$ cat config.mk
export PLATFORM = sky130hd
export DESIGN_NAME = frac_rate_divider
export DESIGN_NICKNAME = d
export VERILOG_FILES = /design/src/rtl/frdiv_pkg.sv /design/src/rtl/frdiv_ctrl_reg.sv /design/src/rtl/frdiv_ratio.sv /design/src/rtl/frdiv_accum.sv /design/src/rtl/frac_rate_divider.sv
export SDC_FILE = /design/constraint.sdc
export NUM_CORES = 1
export LEC_CHECK = 0
export ABC_AREA = 1
export BUFFER_PORTS_ARGS = -buffer_cell sky130_fd_sc_hd__buf_2
export CORE_MARGIN = 2
export CORE_UTILIZATION = 58
export CTS_CLUSTER_SIZE = 8
export DETAILED_ROUTE_END_ITERATION = 6
export PLACE_DENSITY = 0.81
export SYNTH_ARGS = -nofsm -noshare
export SYNTH_HDL_FRONTEND = slang
export SYNTH_SLANG_ARGS = --single-unit
$ cat constraint.sdc
create_clock -name clk -period 6.3 [get_ports clk]
set_input_delay 1.26 -clock clk [delete_from_list [all_inputs] [get_ports clk]]
set_output_delay 1.26 -clock clk [all_outputs]
set_load 0.01 [all_outputs]
$ cat src/rtl/frdiv_pkg.sv
package frdiv_pkg;

   typedef enum logic [1:0] {
      FRDIV_STOP = 2'd0,
      FRDIV_PASS = 2'd1,
      FRDIV_DIV  = 2'd2
   } frdiv_mode_e;

   localparam int FRDIV_REG_W    = 32;
   localparam int FRDIV_INT_W    = 8;
   localparam int FRDIV_FRAC_W   = 4;
   localparam int FRDIV_INT_LSB  = 8;
   localparam int FRDIV_FRAC_LSB = 0;
   localparam int FRDIV_BYP_BIT  = 23;

endpackage

$ cat src/rtl/frdiv_ctrl_reg.sv
module frdiv_ctrl_reg #(
   parameter int REG_W      = 32,
   parameter int INT_W      = 8,
   parameter int FRAC_W     = 4,
   parameter int INT_LSB    = 8,
   parameter int FRAC_LSB   = 0,
   parameter int BYP_BIT    = 23,
   parameter bit KEEP_SPARE = 1'b1
) (
   input  logic              clk,
   input  logic              rst_n,
   input  logic              cfg_we,
   input  logic [REG_W-1:0]  cfg_wdata,
   input  logic              byp_we,
   input  logic              byp_wdata,
   output logic [REG_W-1:0]  rdata_o,
   output logic [INT_W-1:0]  int_o,
   output logic [FRAC_W-1:0] frac_o,
   output logic              byp_o,
   output logic              touch_o
);

   logic [INT_W-1:0]  int_q;
   logic [FRAC_W-1:0] frac_q;
   logic              byp_q;
   logic [REG_W-1:0]  base_w;

   always_ff @(posedge clk) begin
      if (!rst_n) begin
         int_q  <= '0;
         frac_q <= '0;
         byp_q  <= 1'b0;
      end else begin
         if (cfg_we) begin
            int_q  <= cfg_wdata[INT_LSB +: INT_W];
            frac_q <= cfg_wdata[FRAC_LSB +: FRAC_W];
            byp_q  <= cfg_wdata[BYP_BIT];
         end
         if (byp_we) begin
            byp_q <= byp_wdata;
         end
      end
   end

   generate
      if (KEEP_SPARE) begin : g_spare
         logic [REG_W-1:0] spare_q;
         always_ff @(posedge clk) begin
            if (!rst_n) begin
               spare_q <= '0;
            end else if (cfg_we) begin
               spare_q <= cfg_wdata;
            end
         end
         assign base_w = spare_q;
      end else begin : g_nospare
         assign base_w = '0;
      end
   endgenerate

   always_comb begin
      rdata_o                       = base_w;
      rdata_o[INT_LSB +: INT_W]     = int_q;
      rdata_o[FRAC_LSB +: FRAC_W]   = frac_q;
      rdata_o[BYP_BIT]              = byp_q;
   end

   assign int_o   = int_q;
   assign frac_o  = frac_q;
   assign byp_o   = byp_q;
   assign touch_o = cfg_we | byp_we;

   // the bypass-only port leaves the ratio fields alone
   p_byp_port_isolated_r6: assert property (@(posedge clk) disable iff (!rst_n)
      (byp_we && !cfg_we) |=> ($stable(int_q) && $stable(frac_q)));

   // the bypass port decides bit 23 when both ports write
   p_byp_port_wins_r6: assert property (@(posedge clk) disable iff (!rst_n)
      byp_we |=> (rdata_o[BYP_BIT] == $past(byp_wdata)));

endmodule

$ cat src/rtl/frdiv_ratio.sv
module frdiv_ratio
   import frdiv_pkg::*;
#(
   parameter int INT_W      = 8,
   parameter int FRAC_W     = 4,
   parameter bit NARROW_ONE = 1'b1,
   parameter int ACC_W      = INT_W + FRAC_W + 1
) (
   input  logic [INT_W-1:0]  int_i,
   input  logic [FRAC_W-1:0] frac_i,
   input  logic              byp_i,
   output frdiv_mode_e       mode_o,
   output logic [ACC_W-1:0]  step_o,
   output logic [ACC_W-1:0]  limit_o
);

   localparam int BASE = 1 << FRAC_W;

   logic [ACC_W-1:0] frac_ext;
   logic [ACC_W-1:0] int_ext;

   assign frac_ext = ACC_W'(frac_i);
   assign int_ext  = ACC_W'(int_i);

   always_comb begin
      if (byp_i) begin
         mode_o = FRDIV_PASS;
      end else if (int_i == '0) begin
         mode_o = FRDIV_STOP;
      end else begin
         mode_o = FRDIV_DIV;
      end
   end

   generate
      if (NARROW_ONE) begin : g_narrow
         always_comb begin
            if (int_i == INT_W'(1)) begin
               step_o = ACC_W'(2 * BASE) - frac_ext;
            end else begin
               step_o = ACC_W'(BASE);
            end
         end
      end else begin : g_flat
         assign step_o = ACC_W'(BASE);
      end
   endgenerate

   assign limit_o = (int_ext * step_o) + frac_ext;

endmodule

$ cat src/rtl/frdiv_accum.sv
module frdiv_accum
   import frdiv_pkg::*;
#(
   parameter int ACC_W = 13
) (
   input  logic             clk,
   input  logic             rst_n,
   input  logic             clr_i,
   input  logic             tick_i,
   input  frdiv_mode_e      mode_i,
   input  logic [ACC_W-1:0] step_i,
   input  logic [ACC_W-1:0] limit_i,
   output logic             tick_o
);

   logic [ACC_W-1:0] acc_q;
   logic [ACC_W:0]   sum;

   assign sum = {1'b0, acc_q} + {1'b0, step_i};

   always_ff @(posedge clk) begin
      if (!rst_n) begin
         acc_q  <= '0;
         tick_o <= 1'b0;
      end else begin
         tick_o <= 1'b0;
         if (clr_i) begin
            acc_q <= '0;
         end else if (tick_i) begin
            unique case (mode_i)
               FRDIV_PASS: tick_o <= 1'b1;
               FRDIV_DIV: begin
                  if (sum >= {1'b0, limit_i}) begin
                     acc_q  <= ACC_W'(sum - {1'b0, limit_i});
                     tick_o <= 1'b1;
                  end else begin
                     acc_q <= sum[ACC_W-1:0];
                  end
               end
               default: acc_q <= acc_q;
            endcase
         end
      end
   end

   // the phase stays below the limit while dividing
   p_acc_in_range_r5: assert property (@(posedge clk) disable iff (!rst_n)
      (mode_i == FRDIV_DIV) |-> (acc_q < limit_i));

   // a write empties the accumulator and drops the pulse
   p_clear_drops_r7: assert property (@(posedge clk) disable iff (!rst_n)
      clr_i |=> ((acc_q == '0) && !tick_o));

   // bypass forwards every accepted pulse one cycle later
   p_bypass_follow_r2: assert property (@(posedge clk) disable iff (!rst_n)
      ((mode_i == FRDIV_PASS) && tick_i && !clr_i) |=> tick_o);

   // no pulse when stopped or without an input pulse
   p_no_pulse_r3: assert property (@(posedge clk) disable iff (!rst_n)
      ((mode_i == FRDIV_STOP) || !tick_i || clr_i) |=> !tick_o);

endmodule

$ cat src/rtl/frac_rate_divider.sv
module frac_rate_divider
   import frdiv_pkg::*;
#(
   parameter int REG_W      = FRDIV_REG_W,
   parameter int INT_W      = FRDIV_INT_W,
   parameter int FRAC_W     = FRDIV_FRAC_W,
   parameter int INT_LSB    = FRDIV_INT_LSB,
   parameter int FRAC_LSB   = FRDIV_FRAC_LSB,
   parameter int BYP_BIT    = FRDIV_BYP_BIT,
   parameter bit KEEP_SPARE = 1'b1,
   parameter bit NARROW_ONE = 1'b1
) (
   input  logic             clk,
   input  logic             rst_n,
   input  logic             cfg_we,
   input  logic [REG_W-1:0] cfg_wdata,
   input  logic             byp_we,
   input  logic             byp_wdata,
   output logic [REG_W-1:0] cfg_rdata,
   input  logic             in_tick,
   output logic             out_tick
);

   localparam int ACC_W = INT_W + FRAC_W + 1;

   generate
      if (INT_LSB + INT_W > REG_W || FRAC_LSB + FRAC_W > REG_W || BYP_BIT >= REG_W) begin : g_bad_span
         $error("frac_rate_divider: a field lies outside the control word");
      end
      if (FRAC_LSB + FRAC_W > INT_LSB && INT_LSB + INT_W > FRAC_LSB) begin : g_bad_overlap
         $error("frac_rate_divider: integer and fraction fields overlap");
      end
      if ((BYP_BIT >= INT_LSB && BYP_BIT < INT_LSB + INT_W) ||
          (BYP_BIT >= FRAC_LSB && BYP_BIT < FRAC_LSB + FRAC_W)) begin : g_bad_byp
         $error("frac_rate_divider: bypass bit collides with a ratio field");
      end
      if (INT_W < 2 || FRAC_W < 1) begin : g_bad_width
         $error("frac_rate_divider: field widths too small");
      end
   endgenerate

   logic [INT_W-1:0]  int_w;
   logic [FRAC_W-1:0] frac_w;
   logic              byp_w;
   logic              touch_w;
   frdiv_mode_e       mode_w;
   logic [ACC_W-1:0]  step_w;
   logic [ACC_W-1:0]  limit_w;

   frdiv_ctrl_reg #(
      .REG_W      (REG_W),
      .INT_W      (INT_W),
      .FRAC_W     (FRAC_W),
      .INT_LSB    (INT_LSB),
      .FRAC_LSB   (FRAC_LSB),
      .BYP_BIT    (BYP_BIT),
      .KEEP_SPARE (KEEP_SPARE)
   ) u_ctrl (
      .clk       (clk),
      .rst_n     (rst_n),
      .cfg_we    (cfg_we),
      .cfg_wdata (cfg_wdata),
      .byp_we    (byp_we),
      .byp_wdata (byp_wdata),
      .rdata_o   (cfg_rdata),
      .int_o     (int_w),
      .frac_o    (frac_w),
      .byp_o     (byp_w),
      .touch_o   (touch_w)
   );

   frdiv_ratio #(
      .INT_W      (INT_W),
      .FRAC_W     (FRAC_W),
      .NARROW_ONE (NARROW_ONE),
      .ACC_W      (ACC_W)
   ) u_ratio (
      .int_i   (int_w),
      .frac_i  (frac_w),
      .byp_i   (byp_w),
      .mode_o  (mode_w),
      .step_o  (step_w),
      .limit_o (limit_w)
   );

   frdiv_accum #(
      .ACC_W (ACC_W)
   ) u_acc (
      .clk     (clk),
      .rst_n   (rst_n),
      .clr_i   (touch_w),
      .tick_i  (in_tick),
      .mode_i  (mode_w),
      .step_i  (step_w),
      .limit_i (limit_w),
      .tick_o  (out_tick)
   );

   // one subtraction always suffices, so the step never exceeds the limit
   p_step_fits_r4: assert property (@(posedge clk) disable iff (!rst_n)
      (mode_w == FRDIV_DIV) |-> ((step_w <= limit_w) && (step_w != '0)));

   // a pulse needs bypass or a nonzero integer part in the cycle before
   p_zero_int_silent_r3: assert property (@(posedge clk) disable iff (!rst_n)
      out_tick |-> $past(cfg_rdata[BYP_BIT] || (cfg_rdata[INT_LSB +: INT_W] != '0)));

endmodule

==> flow_summary.ini, run 1 <==
[sta]
finalCriticalPeriod_ps = 5670
period_share = 0.899
rsz0062_at_grt = no
setup_violations = 0
max_slew_margin = 0.317
fmax_ghz = 0.177
fin_worst_skew_ps = 12.5
tightest_slew_ps = 1020
tns_ps = 0
drv_slew = 0
hold_viol_final = 0

[worst_hold_path]
hold_end = u_ctrl.base_w[26]
hold_class = flip-flop to flip-flop
hold_start = u_ctrl.base_w[26]
hold_depth = 2

[worst_setup_path]
worstSetupStartpointType = flip-flop
critPathKind = flip-flop to flip-flop
slowest_delay_ps = 460
critPathCaptureType = flip-flop
rr_startpoint = u_ctrl.base_w[13]
critPathSlowestCell = fa_1
r2r-end = u_acc.acc_q[1]
crit_path_frequent_cell = nand2_1
r2r_slack_ps = 630
reg2reg_depth = 35
worstPathRequired_ps = 6560
arrival_ps = 5920
crit_path_max_fanout = 16

[power_and_ir_drop]
ir_drop_v = 0.000151
total_power_uw = 1670
combinationalPowerShare = 0.692
switching_share = 0.500
p_leak_uw = 0.00288
power.share.clock = 0.117
power.switching_uw = 833
power_frac_seq = 0.191
p_per_area_mw_per_mm2 = 323
p_int_uw = 833

[synth]
ys_seq_area_frac = 0.204
synth.top_cells.by_count = inv_1, nand2_1, nor2_1, ha_1, dfxtp_1
ys_ff_latch = 46
yosysMostFrequentCell = inv_1
syn-instance-count = 633
ys_warn_count = 0
synth_edf_count = 0
ys_types = 35
netlist_top_cells_area = dfxtp_1, ha_1, fa_1
syn_area_per_cell_um2 = 7.12
ys.flop_type = dfxtp_1
netlist.area_leader.share = 0.204
synth_top_cell_by_area = dfxtp_1
synth_area_mm2 = 0.00451
async_reset_ff_frac = 0

[finish]
stdcell_area_mm2 = 0.00516
nNetsFinal = 847
drive_gt1_frac = 0.135
n_antenna_cell = 0
syn_to_final_growth_pct = 14.5

[floorplan]
core.rowCount = 32
start_util = 0.592
die_h_um = 92.2
dieWidth_um = 92.2
core_mm2 = 0.00761
boundaryPins = 71
dieArea_mm2 = 0.00849

[clocking]
clockBufferDepth = 2
h-tree-depth = 2
post_cts_buffers = 0
cts.sinks = 46
cts_tree = built
cts_made_buffers = 5
cts_root_buf = clkbuf_8
cts.clk_slew.worst_paths_ps = 100
clock_latency_ps = 310

[routing]
post_drt_wl_per_cell_um = 12.9
drt_wl_total_um = 10700
drt_iter0_markers = 239
dr_total_vias = 4212
ant_nets = 0
firstDrtPassIters = 4
vias_per_cell = 5.08
drc = 0

[place]
hpwl_um = 8790
portBuffers = 70
gp_congestion = 0.945
placedInstanceArea_mm2 = 0.00504

[run_status]
outcome = finished clean

[job]
maxCapViolCount = 0

[global_routing]
grt_pass1_vias = 4142
grt_max_degree = 39
grtUsageTotal = 0.264
grt-ovfl-total = 0
grt_first_pass_wirelength_um = 18200
antenna_found_initial = 0
[per-layer routing]
metal,part of all wire,global-route usage
met3,0.071,0.0518
met2,0.48,0.455
met1,0.43,0.338
met5,0,0
met4,0.021,0.0721
[critical path, delay by kind of cell, from the launching register on]
kind            cells  cell delay (ps)
compound gates      3              370
xor+xnor            1              120
fa+ha+maj           7             2350
buf+inv             5              410
flops               1              340
simple gates       19             2010
[what timing repair did]
action,4_1_cts,5_1_grt
gates resized for setup,0,5
setup endpoints to repair,0,14
hold buffers,0,0
[worst max-delay path by stage]
stage	to	startpoint	depth (start not counted)	slack [ps]
2_1_floorplan	u_acc.acc_q[0]	u_ctrl.base_w[13]	35	950
3_3_place_gp	u_acc.acc_q[10]	u_ctrl.base_w[13]	36	640
3_5_place_dp	u_acc.acc_q[10]	u_ctrl.base_w[13]	36	460
4_1_cts	u_acc.acc_q[10]	u_ctrl.base_w[13]	36	290
5_1_grt	u_acc.acc_q[10]	u_ctrl.base_w[13]	34	30
6_report	u_acc.acc_q[1]	u_ctrl.base_w[13]	35	630
[kinds of logic (layout without fill, tap and decap cells)]
family / after synthesis / in the layout / share of synthesized area
fa+ha+maj: 83 / 83 / 0.279
other cells: 2 / 34 / 0.00167
simple gates: 253 / 253 / 0.241
flops: 46 / 46 / 0.204
xor+xnor: 28 / 28 / 0.0544
compound gates: 89 / 89 / 0.107
buf+inv: 132 / 194 / 0.113
[state kept, by name (all words and copies together) (netlist names)]
| signal | count |
|---|---|
| u_acc.acc_q | 13 |
| u_ctrl.base_w | 31 |
| u_ctrl.byp_o | 1 |
| u_acc.tick_o | 1 |
[stage by stage]
step | hold WS [ps] | instances | setup slack [ps] | util
after floorplan | 472 | 665 | 951 | -
after global placement | 472 | 821 | 643 | 0.663
after detailed placement | 477 | 821 | 457 | 0.663
after CTS | 501 | 829 | 290 | 0.675
after global routing | 524 | 829 | 26.8 | 0.678
final | 504 | 829 | 635 | 0.678
[area by class of cell]
| cell class | count | area (µm²) |
|---|---|---|
| clock buffers | 5 | 68.8 |
| clock inverters | 3 | 25.0 |
| fillers | 657 | 2450 |
| inverters | 115 | 432 |
| multi-input cells | 487 | 3230 |
| flip-flops and latches | 46 | 921 |
| well taps | 102 | 128 |
| repair buffers | 71 | 358 |
[power groups by stage]
stage	Clock, µW	Sequential [µW]	Combinational (µW)
after floorplan	0	330	894
after global placement	0	324	1130
after detailed placement	0	325	1120
after CTS	197	318	1130
after global routing	205	321	1300
final	194	318	1150
[cell usage in the layout, fill, tap and decap left out, types with 4 or more instances in the layout]
cell / Yosys / routed
inv_1: 112 / 111
nand2_1: 103 / 103
nor2_1: 85 / 85
buf_2: 1 / 70
ha_1: 54 / 54
dfxtp_1: 46 / 46
o21ai_0: 42 / 42
nand3_1: 38 / 38
conb_1: 2 / 34
a21oi_1: 31 / 31
fa_1: 29 / 29
xnor2_1: 16 / 16
xor2_1: 12 / 12
nor3_1: 10 / 7
nand4_1: 5 / 5
clkbuf_8: 0 / 5
a31oi_1: 4 / 4
nand2_2: 4 / 4
o21bai_1: 4 / 4
Note: power is estimated with default switching activity, not from simulation.
==> run 2: changes to the inputs <==
Settings changed: PLACE_DENSITY 0.81 to 0.89.
==> flow_summary.ini, run 2 (synthesized netlist as in run 1, its figures left out) <==
[run_status]
outcome = finished clean

[routing]
drt_wl_total_um = 11200
firstDrtPassIters = 5
met1_length_um = 4510
vias_per_cell = 5.20
drt_iter0_markers = 256
post_drt_wl_per_cell_um = 13.5
drc = 0
dr_total_vias = 4314
wl_met2_um = 5580
ant_nets = 0
top_layer = met4
route.met3.wl_um = 711

[worst_setup_path]
worstSetupStartpointType = flip-flop
worstPathRequired_ps = 6530
arrival_ps = 6120
critPathSlowestCell = fa_1
crit_family = adder cells
critPathKind = flip-flop to flip-flop
path_buf_inv = 4
critPathCaptureType = flip-flop
crit_path_max_fanout = 16
crit_path_frequent_cell = nand2_1
slowest_delay_ps = 480

[finish]
largest_reg_flops = 31
mostFrequentLayoutCell = inv_1
final_cell_mix = inv_1, nand2_1, nor2_1, buf_2, ha_1
n_antenna_cell = 0
multi_input_area_mm2 = 0.00324
seq_area_um2 = 921
nNetsFinal = 847
syn_to_final_growth_pct = 15.0
stdcell_area_mm2 = 0.00518
drive_gt1_frac = 0.139
finalNonFillerCells = 829
fin_util = 0.681
nFillCells = 596

[floorplan]
core.rowCount = 32
dieArea_mm2 = 0.00849
boundaryPins = 71
die_h_um = 92.2
start_util = 0.592
dieWidth_um = 92.2
core_mm2 = 0.00761

[clocking]
cts_root_buf = clkbuf_8
h-tree-depth = 2
cts_hold_buffers = 0
cts.sinks = 46
post_cts_buffers = 0
ctsResizeCount = 0
clock_latency_ps = 320
cts_made_buffers = 5
cts_tree = built
clockBufferDepth = 2
cts.clk_slew.worst_paths_ps = 100

[place]
portBuffers = 70
placedInstanceArea_mm2 = 0.00504
placed_cells = 821
gp_congestion = 0.919
hpwl_um = 8960

[sta]
drv_slew = 0
finalCriticalPeriod_ps = 5890
tns_ps = 0
fmax_ghz = 0.170
fin_worst_skew_ps = 17.5
period_share = 0.935
setup_violations = 0
max_slew_margin = 0.310
hold_viol_final = 0
tightest_slew_ps = 1030

[worst_hold_path]
hold_class = flip-flop to flip-flop

[global_routing]
grtUsageTotal = 0.271
antenna_found_initial = 0
grt_first_pass_wirelength_um = 18600
grt-ovfl-total = 0
grt_max_degree = 39
grt_pass1_vias = 4274

[power_and_ir_drop]
ir_drop_v = 0.000206
combinationalPowerShare = 0.691
power.switching_uw = 854
switching_share = 0.505
p_per_area_mw_per_mm2 = 326
power_frac_seq = 0.189
p_int_uw = 836
power.share.clock = 0.120
p_leak_uw = 0.00288

[job]
maxCapViolCount = 0
==> run 2: changes by cell type in the layout (fill, tap and decap cells not counted), sizes merged <==
cell and delta:
inv +1, clkinv -1
==> run 2: layer usage <==
layer | global-route usage | vias up
met5 | 0 | -
met4 | 0.0846 | 0
met3 | 0.0386 | 32
met2 | 0.502 | 164
met1 | 0.321 | 1966
li1 | - | 2152
==> run 2: final cells by class <==
class,count,area share
clock buffers,5,0.0133
multi-input cells,487,0.626
inverters,115,0.0838
well taps,102,0.0246
repair buffers,71,0.0691
clock inverters,3,0.00531
flip-flops and latches,46,0.178
==> run 2: power groups by stage <==
stage	combinational (µW)	sequential, µW	clock (µW)
floorplan	894	330	0
global placement	1100	324	0
detailed placement	1130	325	0
CTS	1140	319	200
global route	1330	321	210
finish	1170	320	202
==> run 2: path summary, 6_finish.rpt <==
| check | start | to | slack, ps | cells past startpoint |
|---|---|---|---|---|
| min reg2reg | u_acc.acc_q[11] | u_acc.acc_q[11] | 510 | 2 |
| min | u_acc.acc_q[11] | u_acc.acc_q[11] | 510 | 2 |
| max | u_ctrl.base_w[13] | u_acc.acc_q[6] | 410 | 34 |
| max reg2reg | u_ctrl.base_w[13] | u_acc.acc_q[6] | 410 | 34 |
==> run 2: per-stage QoR <==
step           worst slack, ps  total power (µW)  hold WS [ps]
4_1_cts                    203              1660           508
3_3_place_gp               688              1420           471
3_5_place_dp               351              1450           483
6_report                   411              1690           511
5_1_grt                  -5.81              1860           532
2_1_floorplan              951              1220           472
==> run 2: worst min-delay path, stage by stage, from the launching register on <==
cell and delay [ps]:
dfxtp_1 350, nand2_1 70, a21oi_1 50
==> run 3: changes to the inputs <==
Settings changed: ABC_AREA 1 to default.
==> flow_summary.ini, run 3 <==
[synth]
ys_seq_area_frac = 0.207
ys_ff_latch = 46
synth_area_mm2 = 0.00444
syn_area_per_cell_um2 = 9.09
synth_edf_count = 0
netlist.area_leader.share = 0.207
synth_top_cell_by_area = dfxtp_1
ys_types = 59
syn-instance-count = 489
yosysMostFrequentCell = inv_1
ys.flop_type = dfxtp_1
netlist_top_cells_area = dfxtp_1, ha_1, fa_1
synth.top_cells.by_count = inv_1, ha_1, dfxtp_1, mux2i_1, nor2b_1
async_reset_ff_frac = 0
ys_warn_count = 0

[worst_setup_path]
crit_path_max_fanout = 6
critPathSlowestCell = or4_4
path_buf_inv = 2
critPathKind = flip-flop to flip-flop
rr_startpoint = u_ctrl.base_w[13]
critPathCaptureType = flip-flop
crit_path_frequent_cell = ha_1
worstSetupStartpointType = flip-flop
crit_start = u_ctrl.base_w[13]
arrival_ps = 6300
worstPathRequired_ps = 6520
crit_family = adder cells
slowest_delay_ps = 540

[clocking]
h-tree-depth = 2
cts_hold_buffers = 0
clock_latency_ps = 320
cts.clk_slew.worst_paths_ps = 100
cts_root_buf = clkbuf_8
cts_tree = built
cts_made_buffers = 5
clockBufferDepth = 2
cts.sinks = 46

[floorplan]
core.rowCount = 31
dieArea_mm2 = 0.00838
boundaryPins = 71
core_mm2 = 0.00733
start_util = 0.606
dieWidth_um = 91.5
die_h_um = 91.5

[power_and_ir_drop]
p_per_area_mw_per_mm2 = 306
ir_drop_v = 0.000172
total_power_uw = 1610
p_leak_uw = 0.00257

[routing]
drc = 0
drt_wl_total_um = 10900
dr_total_vias = 3767
post_drt_wl_per_cell_um = 15.7
vias_per_cell = 5.42
ant_nets = 0
drt_iter0_markers = 138
firstDrtPassIters = 4

[sta]
tightest_slew_ps = 1070
finalCriticalPeriod_ps = 6070
period_share = 0.964
fin_worst_skew_ps = 14.1
hold_viol_final = 0
fmax_ghz = 0.165
drv_slew = 0
tns_ps = 0
max_slew_margin = 0.284
whs_ps = 511
setup_violations = 0

[place]
gp_congestion = 0.905
hpwl_um = 8120
portBuffers = 70
placed_cells = 674

[finish]
mostFrequentLayoutCell = buf_2
final_cell_mix = buf_2, inv_1, ha_1, dfxtp_1, mux2i_1
n_antenna_cell = 0
fin_util = 0.717
finalNonFillerCells = 695
nNetsFinal = 716
drive_gt1_frac = 0.220
syn_to_final_growth_pct = 18.2
largest_reg_flops = 31

[run_status]
outcome = finished clean

[global_routing]
grt_pass1_vias = 3948
grt_first_pass_wirelength_um = 17600
antenna_found_initial = 0
grt-ovfl-total = 0
grt_max_degree = 34
grtUsageTotal = 0.260

[worst_hold_path]
hold_class = flip-flop to flip-flop
hold_start = u_acc.acc_q[10]

[job]
maxCapViolCount = 0
## run 3: cell types whose count changed in the layout (fill, tap and decap cells not counted), moves of 10 or more
cell	change
mux2i_1	+37
nand3_1	-34
buf_4	+12
nand2_1	-92
o21a_1	+10
nor2b_1	+35
o21ai_0	-20
nor2_1	-62
inv_1	-54
## run 3: cell type report
class	count	area, µm²
multi-input cells	399	3430
well taps	99	124
clock inverters	3	23.8
flip-flops and latches	46	923
fillers	537	2080
inverters	59	221
repair buffers	84	459
clock buffers	5	68.8
## run 3: power breakdown
group / switching (µW) / leakage (µW) / internal, µW / total, µW
combinational: 604 / 0.00215 / 491 / 1100
sequential: 12.6 / 0.000378 / 305 / 317
clock: 116 / 0.0000408 / 79.6 / 196
## run 3: worst min-delay path, cell delays in order, from the launching register on
cell	delay, ps
dfxtp_1	350
nand2_1	60
o22ai_1	60
## run 3: cell families (layout without fill, tap and decap cells)
logic type,Yosys count,count (layout),synth area share
fa+ha+maj,83,83,0.283
buf+inv,77,151,0.0758
mux,37,37,0.0834
xor+xnor,29,29,0.0572
other cells,2,34,0.00169
compound gates,104,104,0.148
simple gates,111,112,0.144
flops,46,46,0.207
## run 3: repair_timing
item | 4_1_cts | 5_1_grt
setup buffers | 3 | 8
pin swaps | 5 | 23
gates resized for setup | 8 | 24
gates cloned | 1 | 1
endpoints found under the hold margin | 0 | 0
setup endpoints to repair | 13 | 14
## run 3: final timing paths
| check | depth (start not counted) | slack [ps] | endpoint |
|---|---|---|---|
| setup / recovery | 27 | 230 | u_acc.acc_q[6] |
| setup reg to reg | 27 | 230 | u_acc.acc_q[6] |
| hold reg to reg | 2 | 510 | u_acc.acc_q[10] |
| hold / removal | 2 | 510 | u_acc.acc_q[10] |
## run 3: layer usage
metal / share of wire / track usage / routed length (µm) / vias to the layer above
li1: - / - / - / 1839
met1: 0.42 / 0.315 / 4610 / 1783
met2: 0.50 / 0.464 / 5460 / 123
met3: 0.054 / 0.0498 / 585 / 22
met4: 0.024 / 0.0758 / 263 / 0
met5: 0 / 0 / 0 / -
## run 3: through the flow
step | setup slack [ps] | instance area (µm²)
6_report | 225 | 5250
5_1_grt | -95.9 | 5250
3_3_place_gp | 109 | 4940
2_1_floorplan | 429 | 4560
4_1_cts | 6.88 | 5080
3_5_place_dp | -177 | 4940
